===== config.mk =====
export PLATFORM = sky130hd
export DESIGN_NAME = pixpack_top
export DESIGN_NICKNAME = d
export VERILOG_FILES = /design/src/rtl/pixpack_pkg.sv /design/src/rtl/pixpack_sync.sv /design/src/rtl/pixpack_strobe.sv /design/src/rtl/pixpack_assembler.sv /design/src/rtl/pixpack_top.sv
export SDC_FILE = /design/constraint.sdc
export NUM_CORES = 1
export LEC_CHECK = 0
export BUFFER_PORTS_ARGS = -buffer_cell sky130_fd_sc_hd__buf_2
export CAP_MARGIN = 20
export CORE_ASPECT_RATIO = 0.7
export CORE_MARGIN = 10
export CORE_UTILIZATION = 61
export CTS_CLUSTER_DIAMETER = 60
export DETAILED_ROUTE_END_ITERATION = 10
export PLACE_DENSITY = 0.95
export SYNTH_ARGS = -nofsm -noshare
export SYNTH_HDL_FRONTEND = slang
export SYNTH_SLANG_ARGS = --single-unit

===== constraint.sdc =====
create_clock -name clk -period 3 [get_ports clk]
set_input_delay 0.15 -clock clk [delete_from_list [all_inputs] [get_ports clk]]
set_output_delay 0.15 -clock clk [all_outputs]
set_load 0.05 [all_outputs]

===== src/rtl/pixpack_pkg.sv =====
package pixpack_pkg;
  localparam int BUS_W = 18;
  localparam int PIX_W = 18;
  localparam int CH_W  = 6;

  typedef enum logic [1:0] {
    BW8  = 2'd0,
    BW9  = 2'd1,
    BW16 = 2'd2,
    BW18 = 2'd3
  } bus_width_e;

  // number of bus beats that form one pixel
  function automatic logic [1:0] beats_for(input bus_width_e w, input logic deep);
    case (w)
      BW18:    beats_for = 2'd1;
      BW9:     beats_for = 2'd2;
      BW16:    beats_for = deep ? 2'd2 : 2'd1;
      default: beats_for = deep ? 2'd3 : 2'd2;
    endcase
  endfunction

  // widen a 5-bit colour value to 6 bits by repeating its top bit below
  function automatic logic [CH_W-1:0] widen5(input logic [4:0] x);
    widen5 = {x, x[4]};
  endfunction
endpackage


===== src/rtl/pixpack_sync.sv =====
module pixpack_sync #(
  parameter int          W       = 1,
  parameter int          STAGES  = 2,
  parameter logic [W-1:0] RST_VAL = '0
) (
  input  logic         clk,
  input  logic         rst_n,
  input  logic [W-1:0] d_i,
  output logic [W-1:0] q_o
);
  logic [W-1:0] stg [STAGES];

  for (genvar i = 0; i < STAGES; i++) begin : g_stage
    if (i == 0) begin : g_first
      always_ff @(posedge clk or negedge rst_n) begin
        if (!rst_n) stg[i] <= RST_VAL;
        else        stg[i] <= d_i;
      end
    end else begin : g_next
      always_ff @(posedge clk or negedge rst_n) begin
        if (!rst_n) stg[i] <= RST_VAL;
        else        stg[i] <= stg[i-1];
      end
    end
  end

  assign q_o = stg[STAGES-1];
endmodule


===== src/rtl/pixpack_strobe.sv =====
module pixpack_strobe (
  input  logic clk,
  input  logic rst_n,
  input  logic sel_n_s,
  input  logic is_data_s,
  input  logic wstb_n_s,
  output logic data_evt,
  output logic cmd_evt
);
  logic wstb_prev;
  logic rise;

  always_ff @(posedge clk or negedge rst_n) begin
    if (!rst_n) wstb_prev <= 1'b1;
    else        wstb_prev <= wstb_n_s;
  end

  assign rise     = wstb_n_s & ~wstb_prev & ~sel_n_s;
  assign data_evt = rise & is_data_s;
  assign cmd_evt  = rise & ~is_data_s;

  AST_SEL_GATES: assert property (@(posedge clk) disable iff (!rst_n)
    sel_n_s |-> !(data_evt || cmd_evt));
  AST_EVT_EXCL: assert property (@(posedge clk) disable iff (!rst_n)
    !(data_evt && cmd_evt));
  AST_EVT_SPACED: assert property (@(posedge clk) disable iff (!rst_n)
    (data_evt || cmd_evt) |=> !(data_evt || cmd_evt));
endmodule


===== src/rtl/pixpack_assembler.sv =====
module pixpack_assembler
  import pixpack_pkg::*;
(
  input  logic               clk,
  input  logic               rst_n,
  input  logic               data_evt,
  input  logic               cmd_evt,
  input  logic [BUS_W-1:0]   d_s,
  input  bus_width_e         width_i,
  input  logic               deep_i,
  output logic               px_valid_o,
  output logic [PIX_W-1:0]   px_rgb_o
);
  bus_width_e        width_q;
  logic              deep_q;
  logic [1:0]        beat_q;
  logic [15:0]       hold_a;
  logic [CH_W-1:0]   hold_b;
  logic [1:0]        need;
  logic              mode_chg;
  logic              last_beat;
  logic              px_done;
  logic [PIX_W-1:0]  px_next;

  assign need      = beats_for(width_i, deep_i);
  assign mode_chg  = (width_i != width_q) || (deep_i != deep_q);
  assign last_beat = (beat_q == need - 2'd1);
  assign px_done   = data_evt & last_beat & ~mode_chg;

  // pixel built from held beats plus the current beat
  always_comb begin
    case (width_i)
      BW18: px_next = d_s[17:0];
      BW16: px_next = deep_i ? {d_s[15:14], hold_a}
                             : {widen5(d_s[15:11]), d_s[10:5], widen5(d_s[4:0])};
      BW9:  px_next = {hold_a[8:0], d_s[8:0]};
      default: px_next = deep_i ? {hold_a[7:2], hold_b, d_s[7:2]}
                                : {widen5(hold_a[7:3]), hold_a[2:0], d_s[7:5], widen5(d_s[4:0])};
    endcase
  end

  always_ff @(posedge clk or negedge rst_n) begin
    if (!rst_n) begin
      width_q <= BW8;
      deep_q  <= 1'b0;
    end else begin
      width_q <= width_i;
      deep_q  <= deep_i;
    end
  end

  always_ff @(posedge clk or negedge rst_n) begin
    if (!rst_n) begin
      beat_q <= 2'd0;
      hold_a <= '0;
      hold_b <= '0;
    end else if (cmd_evt || mode_chg) begin
      beat_q <= 2'd0;
    end else if (data_evt) begin
      beat_q <= last_beat ? 2'd0 : beat_q + 2'd1;
      if (beat_q == 2'd0) hold_a <= d_s[15:0];
      if (beat_q == 2'd1) hold_b <= d_s[7:2];
    end
  end

  always_ff @(posedge clk or negedge rst_n) begin
    if (!rst_n) begin
      px_valid_o <= 1'b0;
      px_rgb_o   <= '0;
    end else begin
      px_valid_o <= px_done;
      if (px_done) px_rgb_o <= px_next;
    end
  end

  AST_CMD_RESTARTS: assert property (@(posedge clk) disable iff (!rst_n)
    cmd_evt |=> beat_q == 2'd0);
  AST_MODE_RESTARTS: assert property (@(posedge clk) disable iff (!rst_n)
    mode_chg |=> beat_q == 2'd0);
  AST_BEAT_RANGE: assert property (@(posedge clk) disable iff (!rst_n)
    !mode_chg |-> beat_q < need);
  AST_VALID_PULSE: assert property (@(posedge clk) disable iff (!rst_n)
    px_valid_o |=> !px_valid_o);
  AST_VALID_FROM_DATA: assert property (@(posedge clk) disable iff (!rst_n)
    px_valid_o |-> $past(data_evt));
  AST_RGB_HOLDS: assert property (@(posedge clk) disable iff (!rst_n)
    !px_valid_o |-> $stable(px_rgb_o) || $past(px_done));
  AST_SINGLE_BEAT: assert property (@(posedge clk) disable iff (!rst_n)
    (data_evt && !mode_chg && width_i == BW18) |=> px_valid_o);
endmodule


===== src/rtl/pixpack_top.sv =====
module pixpack_top
  import pixpack_pkg::*;
#(
  parameter int SYNC_STAGES = 2
) (
  input  logic              clk,
  input  logic              rst_n,
  input  logic              bus_sel_n,
  input  logic              bus_is_data,
  input  logic              bus_wstb_n,
  input  logic [BUS_W-1:0]  bus_d,
  input  logic [1:0]        cfg_width,
  input  logic              cfg_deep,
  output logic              px_valid,
  output logic [PIX_W-1:0]  px_rgb
);
  localparam int SW = BUS_W + 3;
  localparam logic [SW-1:0] SYNC_RST = {3'b111, {BUS_W{1'b0}}};

  logic [SW-1:0]    raw_bus;
  logic [SW-1:0]    syn_bus;
  logic             sel_n_s, is_data_s, wstb_n_s;
  logic [BUS_W-1:0] d_s;
  logic             data_evt, cmd_evt;

  assign raw_bus = {bus_sel_n, bus_is_data, bus_wstb_n, bus_d};

  pixpack_sync #(.W(SW), .STAGES(SYNC_STAGES), .RST_VAL(SYNC_RST)) u_sync (
    .clk(clk), .rst_n(rst_n), .d_i(raw_bus), .q_o(syn_bus)
  );

  assign {sel_n_s, is_data_s, wstb_n_s, d_s} = syn_bus;

  pixpack_strobe u_strobe (
    .clk(clk), .rst_n(rst_n),
    .sel_n_s(sel_n_s), .is_data_s(is_data_s), .wstb_n_s(wstb_n_s),
    .data_evt(data_evt), .cmd_evt(cmd_evt)
  );

  pixpack_assembler u_asm (
    .clk(clk), .rst_n(rst_n),
    .data_evt(data_evt), .cmd_evt(cmd_evt), .d_s(d_s),
    .width_i(bus_width_e'(cfg_width)), .deep_i(cfg_deep),
    .px_valid_o(px_valid), .px_rgb_o(px_rgb)
  );

  AST_RESET_QUIET: assert property (@(posedge clk) disable iff (!rst_n)
    $rose(rst_n) |-> !px_valid);
endmodule


Word-level counts from Yosys, hierarchy flattened
Index checks and enable logic that the tools add are counted.

cells by class
  mux-type cells = 9
  reductions and logical operators = 6
  div/mod/pow operators = 0
  equal/unequal tests = 7
  shift-type cells = 0
  multiply operators = 0
  magnitude comparators = 0
  add/subtract/negate cells = 2
  bitwise gates (word level) = 11

operator list
  kind                                                                    count
  18-bit case mux with 3 select lines                                     1
  16-bit two-way mux                                                      1
  13-bit two-way mux                                                      1
  2-bit two-way mux                                                       4
  1-bit AND                                                               6
  2-bit case mux with 3 select lines                                      1
  3-bit AND reduction                                                     2
  1-bit inverter                                                          5
  2-bit by 1-bit equality test with 1-bit output (second input constant)  2
  2-bit equality test (second input constant)                             2
  2-bit by 1-bit adder with 2-bit output (second input constant)          1
  2-bit equality test                                                     1
  2-bit logical NOT                                                       1
  1-bit logical OR                                                        2
  2-bit != test                                                           1
  2-bit nonzero test                                                      1
  2-bit by 1-bit subtractor with 2-bit output (second input constant)     1
  1-bit two-way mux                                                       1
  1-bit != test                                                           1

word-level totals
  memories = 0
  word-level logic and storage cells = 45
  ROM bits = 0
  bits in registers = 89
  memory bits (writable) = 0
  latch bits = 0
  output and inout bits = 19

Longest topological paths before layout
Gate-level depths: netlist of run 1.

  depth in word-level cells = 7
  mapped depth = 8
  mapped depth without buffers = 5

Hierarchy
Synthesis of run 1 repeated with hierarchy kept, for this count alone.

second synthesis, totals
  cells, all modules = 259
  area, all modules = 3,746.1 um^2

by module, submodules not included
  module             cells an instance  area each (um^2)  instances
  pixpack_assembler  193                2,476.1           1
  pixpack_sync       63                 1,216.2           1
  pixpack_strobe     3                  53.8              1

Worst setup path before layout of run 1
No wires, ideal clock.

  path type = register -> register
  from = register u_sync.stg, in the netlist u_sync.q_o[18]
  to = register u_asm.px_rgb_o[15]
  slack = 1,105 ps
  data arrival time = 1,770 ps
  stages on the path, launching flop included = 6
  buffers on the path = 1
  setup time = 125 ps
  required time = 2,875 ps
  cell sequence = dfstp_2 -> nor3b_1 -> nand2_1 -> nor3_4 -> buf_12 -> mux2_4

on the way
  cells in the longest elaborated chain, start to end = 5

ends and longest elaborated chain
  element                          RTL line                 source
  start, declared                  pixpack_sync.sv:11       logic [W-1:0] stg [STAGES];
  start signal, assigned by index  pixpack_sync.sv:22       else stg[i] <= stg[i-1];
  1-bit AND (2 in a row)           pixpack_strobe.sv:18     assign rise = wstb_n_s & ~wstb_prev & ~sel_n_s;
  1-bit AND                        pixpack_strobe.sv:19     assign data_evt = rise & is_data_s;
  1-bit AND (2 in a row)           pixpack_assembler.sv:28  assign px_done = data_evt & last_beat & ~mode_chg;
  net u_asm.px_done                pixpack_assembler.sv:22  logic px_done;
  end signal, assigned             pixpack_assembler.sv:72  if (px_done) px_rgb_o <= px_next;
  end, declared                    pixpack_assembler.sv:12  output logic [PIX_W-1:0] px_rgb_o

The timed path passes the listed nets, and every way through them passes these cells.
A chain may end at the register's enable or synchronous reset.

Final worst setup path of run 1
  from = register u_sync.stg, in the netlist u_sync.q_o[18]
  to = register u_asm.hold_a[2]

on the way
  cells in the longest elaborated chain, start to end = 6

ends and longest elaborated chain
  element                                   RTL line                 source
  1-bit AND (*) (2 in a row)                pixpack_strobe.sv:18
  1-bit AND                                 pixpack_strobe.sv:20     assign cmd_evt = rise & ~is_data_s;
  1-bit logical OR                          pixpack_assembler.sv:57  end else if (cmd_evt || mode_chg) begin
  1-bit inverter (no source line)           n/a
  3-bit AND reduction (no source line) (*)  n/a
  end signal, assigned                      pixpack_assembler.sv:61  if (beat_q == 2'd0) hold_a <= d_s[15:0];
  end, declared                             pixpack_assembler.sv:17  logic [15:0] hold_a;

Every way passes the cells marked *; elsewhere a longest branch is shown, timed or not.

==> run metrics, run 1 <==
sum of negative setup slack 0 ps; gr usage total approximately 15%; FFs w/ async S/R, synth 100%; via count approximately 2,100; simple logic cell fraction of the synthesized area 5.96%; fraction of synthesized area in multiplexers 22.3%; Final Cycle Share slightly below 80%; die area roughly 9400 µm²; yosys warns 0; Synth top area share 57.5%; post-route cell area approximately 4200 µm²; Die X 111 µm; count of different cell masters after synthesis 29; Util after Layout between 70% and 80%; final wirelength 6640 µm; clock sink count 89; DP HPWL 4370 µm; dominant synthesized flop cell dfrtp_1; max-slew violation count 0; # fillers between 300 and 400; postcts setup bufs 0; Mapped Area 3570 µm²; crit path launch type flop; final hold violation count 0; largest net degree at the start of global routing 90; Pwr Density 576 nW/µm²; Top Ports between 40 and 50; Root Buffer clkbuf_8; # setup viols final 0; Synth Area in XOR/XNOR less than 1%; latest clock arrival within the worst-skew pair 360 ps; Slew @ Worst Pin 752 ps; row cnt 23; # DRC 0; GR met1 Demand/Resource a little under a fifth; I/O Buffers 44; Via density about 5.5; H-tree depth 3; clock buffer count from CTS 9; Post-synth EDFFs 0; P&R area growth vs syn 18.8%; met3 Use GR between 6 and 7%; hold slack 162 ps; initial antenna violation count 1; critical path capture point type flop; status completed; grt total ovfl 0; CTS Buffer Depth 2; routed len/inst 17.1 µm; unrepaired setup endpoints after global routing no; slew margin rel. 49.7%; vias in the first global route about 2,300; Initial DRC Count 99; Clock Skew 6.78 ps; Worst Path Arrival 2580 ps; Synth Area in Compound Gates roughly 4.6%; met2 Resource Use GR 22.2%; drt pass-1 iters 4; worst hold path type in -> async; max cap viols 0; critical path fanouts, max 16; share of cells above drive strength 1 between 30% and 40%; kind of critical path reg -> reg; first-pass GRT wire length 11,300 µm; Syn Nets 270; sequential area share after synthesis between 60% and 70%; #FFs+latches synth 89; synth cell count leaders dfrtp_1, mux2_2, nand2_1, o21ai_0, mux2i_1; most frequent cell after synthesis dfrtp_1; area leader, netlist dfrtp_1; ANT nets after route 0; Syn Inst Count 242; Worst Reg2Reg Path Length in Cells 5; routability congestion estimate about 0.80; CORE AREA 5700 µm²; nets@finish 336; maximum vdd drop 455 µV; GRT busiest layer met2; Initial Utilization between 60% and 70%; Adder-Cell Fraction of Synth Area 0.701%; TritonCTS clock tree built; Fmax achieved 428 MHz; Avg Inst Size Synth around 15 µm²; Post-DP Area 3810 µm²; Required @ worst endpoint between 3000 and 4000 ps; main combinational cell family by area after synthesis multiplexers; Reg clk slew, reported paths approximately 90 ps; minimum clock period 2340 ps; Die Span Y about 84 µm; LEAKAGE 2.02 nW; synth top area cells dfrtp_1, mux2_2, dfstp_2
[path summary, 6_finish.rpt]
kind	start	end	slack [ps]
min in group clk	cfg_deep	u_asm.deep_q	190
hold reg to reg	u_sync.stg[29]	u_sync.q_o[8]	350
max in group asynchronous	rst_n	u_sync.stg[40]	2220
setup reg to reg	u_sync.q_o[18]	u_asm.hold_a[2]	660
hold / removal	rst_n	u_asm.px_valid_o	160
setup / recovery	u_sync.q_o[18]	u_asm.hold_a[2]	660
[logic make-up after synthesis]
logic type	after synthesis
muxes	64
adders and majority gates	2
and+or+nand+nor	37
DFF	89
xor gates and xnor gates	4
AOI/OAI and AO/OA	29
buffers and inverters	17
[routing by layer]
metal | wire length [µm] | vias up
li1 | - | 982
met1 | 2810 | 1064
met2 | 3180 | 67
met3 | 518 | 17
met4 | 140 | 0
met5 | 0 | -
[cell type report]
| type | instances | area (µm²) | area share, % |
|---|---|---|---|
| clock inverters | 7 | 60.1 | 1.42 |
| flip-flops and latches | 89 | 2240 | 52.7 |
| well taps | 75 | 93.8 | 2.21 |
| clock buffers | 9 | 124 | 2.92 |
| repair buffers | 68 | 478 | 11.3 |
| diodes | 1 | 2.50 | 0.0590 |
| inverters | 4 | 15.0 | 0.354 |
| multi-input cells | 136 | 1230 | 29.0 |
[worst max-delay path, stage by stage (launching register included)]
cell     delay [ps]
dfstp_2         540
nor3b_1         360
nand2_1         200
nor2_1          180
nand2_1         470
mux2_2          460
[what timing repair did]
item | in CTS | in global routing
endpoints found under the setup margin | 0 | 0
resized for setup | 0 | 0
hold endpoints to repair | 21 | 82
hold buffers | 21 | 1
[cell usage in the layout, fill, tap and decap left out, types with 7 or more instances in the layout]
| master | Yosys | layout |
|---|---|---|
| dfrtp_1 | 82 | 82 |
| mux2_2 | 36 | 36 |
| o21ai_0 | 16 | 16 |
| nand2_1 | 21 | 21 |
| mux2_4 | 7 | 7 |
| dfstp_2 | 7 | 7 |
| mux2i_1 | 15 | 15 |
| buf_2 | 3 | 43 |
| a21oi_1 | 8 | 8 |
| clkbuf_8 | 0 | 9 |
| dlygate4sd3_1 | 0 | 22 |
[flip-flops by register name, summed over array words and instances (netlist names)]
name and cells:
u_asm.deep_q 1, u_asm.width_q 2, u_asm.hold_a 16, u_asm.px_valid_o 1
u_asm.hold_b 6, u_asm.px_rgb_o 18, u_sync.q_o 21, u_asm.beat_q 2
u_strobe.wstb_prev 1, u_sync.stg 21
[power breakdown]
| group | leakage (nW) | internal, mW | switching [mW] |
|---|---|---|---|
| sequential | 1.11 | 1.29 | 0.0604 |
| clock | 0.0912 | 0.315 | 0.437 |
| combinational | 0.824 | 0.156 | 0.184 |
[metrics by stage]
step	cells	total power, mW	worst slack (ps)
6_report	389	2.44	661
3_3_place_gp	349	1.68	746
3_5_place_dp	349	1.69	654
4_1_cts	386	2.47	699
5_1_grt	389	2.57	498
2_1_floorplan	242	1.59	1110
(Power assumes the default switching activity.)
==> inputs of run 2 (changes only) <==
--- a/config.mk
+++ b/config.mk
@@ -9,10 +9,10 @@
 export CAP_MARGIN = 20
 export CORE_ASPECT_RATIO = 0.7
 export CORE_MARGIN = 10
-export CORE_UTILIZATION = 61
+export CORE_UTILIZATION = 51
 export CTS_CLUSTER_DIAMETER = 60
 export DETAILED_ROUTE_END_ITERATION = 10
-export PLACE_DENSITY = 0.95
+export PLACE_DENSITY = 0.86
 export SYNTH_ARGS = -nofsm -noshare
 export SYNTH_HDL_FRONTEND = slang
 export SYNTH_SLANG_ARGS = --single-unit
==> constraint.sdc (replaced) <==
create_clock -name clk -period 2 [get_ports clk]
set_input_delay 0.1 -clock clk [delete_from_list [all_inputs] [get_ports clk]]
set_output_delay 0.1 -clock clk [all_outputs]
set_load 0.05 [all_outputs]
==> run metrics, run 2 (synthesis results as in run 1) <==
Pwr Total between 3 and 4 mW; multi-input logic area 1240 µm²; Layout Cells excl Fill between 400 and 500; Final WS setup 182 ps; drt pass-1 iters 4; critical path capture point type flop; routed len/inst 15.9 µm; Logic pwr share around 14%; sequential power share 56.4%; TritonCTS clock tree built; clock buffer count from CTS 9; diodes inserted 0; Worst R2R Setup Slack 180 ps; Internal ~2.6 mW; Switch Pwr just under 1 mW; ANT nets after route 0; Worst Path Arrival 2060 ps; Sw Share 27.0%; grt total ovfl 0; Worst Hold End u_asm.width_q[1]; Required @ worst endpoint 2240 ps; most frequent cells in the layout dfrtp_1, buf_2, mux2_2, dlygate4sd3_1, nand2_1; gr usage total 12.9%; Root Buffer clkbuf_8; P&R area growth vs syn 20.6%; Via density just over 5; Cells after DPL 377; Die X 120 µm; commonest non-fill, non-tap cell in the layout dfrtp_1; Clk network pwr share between 20% and 30%; kind of critical path reg -> reg; # DRC 0; final hold violation count 0; Critical Path Start u_asm.beat_q[0]; CTS Buffer Depth 2; Hold Startpoint cfg_width[1]; Die Span Y 90.0 µm; slew margin rel. 75.2%; Register Area 2240 µm²; Reg clk slew, reported paths ~80 ps; final wirelength 6610 µm; CORE AREA 6790 µm²; Pwr Density 838 nW/µm²; Initial Utilization 52.6%; maximum vdd drop 553 µV; postcts setup bufs 0; Fmax achieved 550 MHz; status completed; Util after Layout between 60% and 70%; worst slack, placed 148 ps; row cnt 25; max cap viols 0; crit path launch type flop; initial antenna violation count 0; Worst Reg2Reg Path Length in Cells 5; Final Cycle Share 90.9%; H-tree depth 3; # fillers 506; die area 10,800 µm²; Slew @ Worst Pin 372 ps; Clock Skew 6.84 ps; max-slew violation count 0; latest clock arrival within the worst-skew pair 360 ps; share of cells above drive strength 1 41.1%; I/O Buffers 44; Reg-to-Reg End u_asm.px_rgb_o[8]; WHS Path Cells 2; worst r2r src u_asm.beat_q[0]; # setup viols final 0; nets@finish 344; DP HPWL 4690 µm; largest net degree at the start of global routing 40; critical path fanouts, max 13; vias in the first global route around 2,200; Top Ports between 40 and 50; sum of negative setup slack 0 ps; via count 2,103; worst hold path type in -> reg; clock sink count about 90; unrepaired setup endpoints after global routing no; Initial DRC Count 177; LEAKAGE around 2.0 nW; routability congestion estimate 0.848; first-pass GRT wire length 11,000 µm; minimum clock period ~1800 ps
run 2: cell count changes in the layout (fill, tap and decap cells not counted), sizes merged:
cell and change:
clkbuf +1, diode -1, clkinvlp +1, buf +8, inv -3, clkinv +1
run 2: power by group through the flow:
stage / Sequential (mW) / Clock [mW] / Combinational, mW
after floorplan: 2.13 / 0 / 0.248
after global placement: 2.06 / 0 / 0.475
after detailed placement: 2.07 / 0 / 0.489
after CTS: 2.03 / 1.09 / 0.524
after global routing: 2.05 / 1.17 / 0.563
final: 2.03 / 1.05 / 0.517
run 2: area by class of cell:
cell class	instances	area share [%]
well taps	94	2.73
clock buffers	10	2.96
inverters	4	0.349
multi-input cells	136	28.7
repair buffers	76	12.3
flip-flops and latches	89	51.9
clock inverters	6	0.988
run 2: routing by layer:
layer / global-route usage [%] / routed length, µm
met4: 5.91 / 126
met3: 4.68 / 410
met2: 18.5 / 2980
met5: 0 / 0
met1: 17.0 / 3090
run 2: repair_timing:
action / in CTS / in global routing
gates resized for setup: 0 / 1
endpoints found under the setup margin: 0 / 5
hold buffers: 22 / 0
hold endpoints to repair: 72 / 0
run 2: critical path, cell delays in order, from the launching register on:
cell	delay, ps
dfrtp_1	470
nor4b_2	330
a211oi_2	100
nor3_4	200
buf_4	250
mux2_2	360
run 2: stage by stage:
step | cell area, µm² | hold slack, ps
global route | 4310 | 132
detailed placement | 3910 | 43.7
floorplan | 3570 | -196
CTS | 4300 | 114
finish | 4310 | 132
global placement | 3910 | 41.1
run 2: worst max-delay path by stage:
| stage | endpoint | slack, ps | depth (start not counted) |
|---|---|---|---|
| final | u_asm.px_rgb_o[8] | 180 | 5 |
| after global routing | u_asm.px_rgb_o[8] | 30 | 5 |
| after CTS | u_asm.px_rgb_o[8] | 120 | 5 |
| after detailed placement | u_asm.px_rgb_o[9] | 150 | 5 |
| after global placement | u_asm.px_rgb_o[11] | 180 | 5 |
| after floorplan | u_asm.px_rgb_o[15] | 110 | 5 |
